===== config.mk =====
export PLATFORM = sky130hd
export DESIGN_NAME = ocs_subtractor
export DESIGN_NICKNAME = d
export VERILOG_FILES = /design/src/rtl/ocs_pkg.sv /design/src/rtl/ocs_invert_add.sv /design/src/rtl/ocs_correct.sv /design/src/rtl/ocs_out_reg.sv /design/src/rtl/ocs_subtractor.sv
export SDC_FILE = /design/constraint.sdc
export NUM_CORES = 1
export LEC_CHECK = 0
export ABC_AREA = 1
export BUFFER_PORTS_ARGS = -buffer_cell sky130_fd_sc_hd__buf_2
export CORE_MARGIN = 4
export CORE_UTILIZATION = 30
export CTS_CLUSTER_SIZE = 30
export DETAILED_ROUTE_END_ITERATION = 7
export PLACE_DENSITY = 0.65
export RECOVER_POWER = 25
export SLEW_MARGIN = 20
export SYNTH_ARGS = -nofsm -noshare
export SYNTH_HDL_FRONTEND = slang
export SYNTH_SLANG_ARGS = --single-unit

===== constraint.sdc =====
create_clock -name clk -period 5.7 [get_ports clk]
set_input_delay 0.57 -clock clk [delete_from_list [all_inputs] [get_ports clk]]
set_output_delay 0.57 -clock clk [all_outputs]
set_load 0.01 [all_outputs]

===== src/rtl/ocs_pkg.sv =====
package ocs_pkg;

    typedef enum logic {
        SIGN_POS = 1'b0,
        SIGN_NEG = 1'b1
    } sign_e;

    function automatic logic fa_sum(input logic x, input logic y, input logic c);
        return x ^ y ^ c;
    endfunction

    function automatic logic fa_carry(input logic x, input logic y, input logic c);
        return (x & y) | (c & (x ^ y));
    endfunction

    function automatic logic ha_sum(input logic x, input logic c);
        return x ^ c;
    endfunction

    function automatic logic ha_carry(input logic x, input logic c);
        return x & c;
    endfunction

endpackage


===== src/rtl/ocs_invert_add.sv =====
module ocs_invert_add #(
    parameter int WIDTH = 8
) (
    input  logic [WIDTH-1:0] minuend_i,
    input  logic [WIDTH-1:0] subtrahend_i,
    output logic [WIDTH-1:0] raw_sum_o,
    output logic             carry_o
);
    import ocs_pkg::*;

    logic [WIDTH-1:0] sub_inv;
    logic [WIDTH:0]   chain;

    assign sub_inv  = ~subtrahend_i;
    assign chain[0] = 1'b0;

    for (genvar i = 0; i < WIDTH; i++) begin : g_fa
        assign raw_sum_o[i] = fa_sum(minuend_i[i], sub_inv[i], chain[i]);
        assign chain[i+1]   = fa_carry(minuend_i[i], sub_inv[i], chain[i]);
    end

    assign carry_o = chain[WIDTH];

endmodule


===== src/rtl/ocs_correct.sv =====
module ocs_correct #(
    parameter int WIDTH = 8
) (
    input  logic [WIDTH-1:0] raw_sum_i,
    input  logic             carry_i,
    output logic [WIDTH-1:0] mag_o,
    output ocs_pkg::sign_e   sign_o
);
    import ocs_pkg::*;

    logic [WIDTH-1:0] inc_sum;
    logic [WIDTH:0]   inc_chain;
    logic             raw_all_ones;

    // end-around carry: fold the carry back into bit 0
    assign inc_chain[0] = carry_i;
    for (genvar i = 0; i < WIDTH; i++) begin : g_inc
        assign inc_sum[i]     = ha_sum(raw_sum_i[i], inc_chain[i]);
        assign inc_chain[i+1] = ha_carry(raw_sum_i[i], inc_chain[i]);
    end

    assign raw_all_ones = &raw_sum_i;

    always_comb begin
        if (carry_i) begin
            mag_o  = inc_sum;
            sign_o = SIGN_POS;
        end else begin
            mag_o  = ~raw_sum_i;
            // all-ones raw sum is negative zero; report it as positive
            sign_o = raw_all_ones ? SIGN_POS : SIGN_NEG;
        end
    end

endmodule


===== src/rtl/ocs_out_reg.sv =====
module ocs_out_reg #(
    parameter int WIDTH = 8
) (
    input  logic             clk,
    input  logic             rst,
    input  logic             valid_i,
    input  logic [WIDTH-1:0] mag_i,
    input  ocs_pkg::sign_e   sign_i,
    output logic             valid_o,
    output logic [WIDTH-1:0] mag_o,
    output ocs_pkg::sign_e   sign_o
);
    import ocs_pkg::*;

    typedef struct packed {
        logic [WIDTH-1:0] mag;
        sign_e            sign;
    } result_t;

    result_t held_q;

    always_ff @(posedge clk) begin
        if (rst) begin
            valid_o <= 1'b0;
            held_q  <= '{mag: '0, sign: SIGN_POS};
        end else begin
            valid_o <= valid_i;
            if (valid_i) begin
                held_q <= '{mag: mag_i, sign: sign_i};
            end
        end
    end

    assign mag_o  = held_q.mag;
    assign sign_o = held_q.sign;

endmodule


===== src/rtl/ocs_subtractor.sv =====
module ocs_subtractor #(
    parameter int WIDTH = 8
) (
    input  logic             clk,
    input  logic             rst,
    input  logic             in_valid_i,
    input  logic [WIDTH-1:0] a_i,
    input  logic [WIDTH-1:0] b_i,
    output logic [WIDTH-1:0] diff_mag_o,
    output logic             diff_neg_o,
    output logic             out_valid_o,
    output logic [WIDTH-1:0] out_mag_o,
    output logic             out_neg_o
);
    import ocs_pkg::*;

    if (WIDTH < 2) begin : g_width_check
        $error("ocs_subtractor: WIDTH must be at least 2");
    end

    logic [WIDTH-1:0] raw_sum;
    logic             raw_carry;
    sign_e            comb_sign;
    sign_e            reg_sign;

    ocs_invert_add #(.WIDTH(WIDTH)) u_add (
        .minuend_i    (a_i),
        .subtrahend_i (b_i),
        .raw_sum_o    (raw_sum),
        .carry_o      (raw_carry)
    );

    ocs_correct #(.WIDTH(WIDTH)) u_fix (
        .raw_sum_i (raw_sum),
        .carry_i   (raw_carry),
        .mag_o     (diff_mag_o),
        .sign_o    (comb_sign)
    );

    ocs_out_reg #(.WIDTH(WIDTH)) u_reg (
        .clk     (clk),
        .rst     (rst),
        .valid_i (in_valid_i),
        .mag_i   (diff_mag_o),
        .sign_i  (comb_sign),
        .valid_o (out_valid_o),
        .mag_o   (out_mag_o),
        .sign_o  (reg_sign)
    );

    assign diff_neg_o = (comb_sign == SIGN_NEG);
    assign out_neg_o  = (reg_sign == SIGN_NEG);

endmodule


==> impl_metrics.tcl <==
set metrics [dict create \
    fin_skew_ns 0 \
    min_period_ns 5.320 \
    grt_max_degree 18 \
    crit_arrival_ns 4.75 \
    grtUsageMet3_pct 1.489 \
    max-cap-violations 0 \
    cp_cell_sequence "buf_2 -> ha_1 -> fa_1 -> fa_1 -> fa_1 -> fa_1 -> inv_1 -> fa_1 -> fa_1 -> fa_1 -> nor2_1 -> ha_1 -> ha_1 -> ha_1 -> ha_1 -> ha_1 -> ha_1 -> nor2_1 -> xor2_1 -> inv_1 -> buf_2" \
    gr-max-usage-layer "met2" \
    finalMaxSlewViolations 0 \
    post-dp-hpwl_mm 1.538 \
    setup.worst_path.end_class "output port" \
    finalSetupTns_ns 0 \
    avgSynthCellArea_um2 8.666 \
    design.portCount 38 \
    critPathLaunchType "input pin" \
    grt_usage_pct 10.02 \
    root_buffer "clkbuf_4" \
    portBuffers 37 \
    hold_path_class "reg -> reg" \
    grt_pass1_vias 693 \
    p_leak_uw 0.0005682 \
    grt_setup_unrepaired "no" \
    syn_to_final_growth_pct 25.84 \
    post-route-drc-count 0 \
    clkTransAtPathRegs_ns 0.06 \
    crit_path_max_fanout 2 \
    antenna_found_initial 0 \
    wl_per_cell_um 10.70 \
    nNetsFinal 168 \
    synth_top_area_share_pct 24.32 \
    setup_violations 0 \
    n_antenna_cell 0 \
    fmax_mhz 188.0 \
    clock_sinks 10 \
    period_share_pct 93.33 \
    synth_top_area_cell "dfxtp_1" \
    first_pass_iters 4 \
    gp_congestion 0.7840 \
    rr_startpoint "u_reg.mag_o[2]" \
    ir_worst_vdd_v 0.0001183 \
    die_y_um 60.39 \
    fp.coreArea_um2 2545 \
    cp_slowest_cell "fa_1" \
    critPathMaxStageDelay_ns 0.39 \
    clock_path_buffers 2 \
    synth_area_leaders "dfxtp_1, fa_1, ha_1" \
    tritoncts "built" \
    met2_usage_pct 16.67 \
    drive_gt1_share_pct 43.28 \
    outcome "complete, no violations" \
    layout_common_cells "buf_2, inv_1, nand2_1, dfxtp_1" \
    ant_nets 0 \
    synth.distinct_cells 15 \
    yosys_register_bits 10 \
    syn_area_um2 823.3 \
    overflow 0 \
    first_iter_violations 19 \
    wl_mm 1.755 \
    vias_per_cell 4.378 \
    synth_cells 95 \
    cp-startpoint "a_i[0]" \
    final_common_cell "buf_2" \
    power_uw 261.1 \
    cts_hold_buffers 0 \
    dieArea_um2 3646 \
    critPathKind "in -> out" \
    worst_slew_pin_slew_ns 0.8985 \
    vias 718 \
    start_util_pct 32.35 \
    globalRouteMet1Util_pct 11.92 \
    cts_made_buffers 3 \
    insertion_delay_ns 0.27 \
    required_ns 5.13 \
    yosys_warnings 0 \
    hold_start "u_reg.mag_o[7]" \
    power_density_nw_per_um2 252.1 \
    hold_viol 0 \
    yosysSeqAreaShare_pct 24.32 \
    htreeDepth 1 \
    max-slew-margin-rel_pct 40.10 \
    post_cts_buffers 0 \
    reg2reg_slack_ns 5.01 \
    ctsResizeCount 0 \
    grt_pass1_wl_mm 2.760 \
    num_rows 18 \
    synth_nets 128 \
    fp.dieW_um 60.39 \
]
cell families (layout without fill, tap and decap cells):
logic type	Yosys count	count (layout)	synth area share (%)
AO/OA/AOI/OAI	22	22	20.67
adder cells (fa/ha/maj)	14	14	27.66
buffers and inverters	27	66	16.11
AND/OR/NAND/NOR	21	21	10.18
XOR/XNOR	1	1	1.064
flip-flops	10	10	24.32
state kept, by name (all words and copies together) (netlist names):
name	count
u_reg.valid_o	1
u_reg.sign_o	1
u_reg.mag_o	8
routing by layer:
layer,routed length (um),vias to the layer above
li1,-,368
met1,719,318
met2,837,27
met3,154,5
met4,44,0
met5,0,-
power by group:
group / internal, uW / switching [uW]
clock network: 38.9 / 26.1
logic: 47.7 / 68.2
registers: 76.8 / 3.42
worst max-delay path, delay by kind of cell:
kind | cells | cell delay, ns
xor+xnor | 1 | 0.23
fa+ha+maj | 14 | 3.39
buf+inv | 4 | 0.39
simple gates | 2 | 0.19
through the flow:
step / instances / instance area [um2] / setup slack (ns) / utilization (%) / hold WS (ns)
after detailed placement: 160 / 1011 / 0.3593 / 39.72 / 0.4920
final: 164 / 1036 / 0.3803 / 40.71 / 0.5017
after global routing: 164 / 1036 / 0.1442 / 40.71 / 0.5128
after global placement: 160 / 1011 / 0.4612 / 39.72 / 0.4895
after CTS: 164 / 1047 / 0.3521 / 41.15 / 0.5032
after floorplan: 95 / 823.3 / 0.5869 / - / 0.5233
path summary, 6_finish.rpt:
path | end | depth (start not counted)
worst max-delay path | diff_mag_o[7] | 21
worst min-delay path | u_reg.mag_o[7] | 2
worst max register to register | u_reg.mag_o[2] | 2
worst min register to register | u_reg.mag_o[7] | 2
area by class of cell:
cell class	instances	area [um2]
fillers	272	1509
multi-input cells	58	486.7
flip-flops and latches	10	200.2
repair buffers	38	185.2
inverters	24	90.09
well taps	30	37.54
clock buffers	4	36.28
synth_stat cells:
| cell type | number |
|---|---|
| nor2_1 | 9 |
| inv_1 | 19 |
| nand2_1 | 10 |
| nand2_2 | 2 |
| a21oi_2 | 7 |
| inv_2 | 5 |
| fa_1 | 7 |
| o21ai_2 | 9 |
| xor2_1 | 1 |
| buf_6 | 2 |
| o21ai_1 | 2 |
| buf_12 | 1 |
| dfxtp_1 | 10 |
| o21ai_0 | 4 |
| ha_1 | 7 |
(Power assumes the default switching activity.)
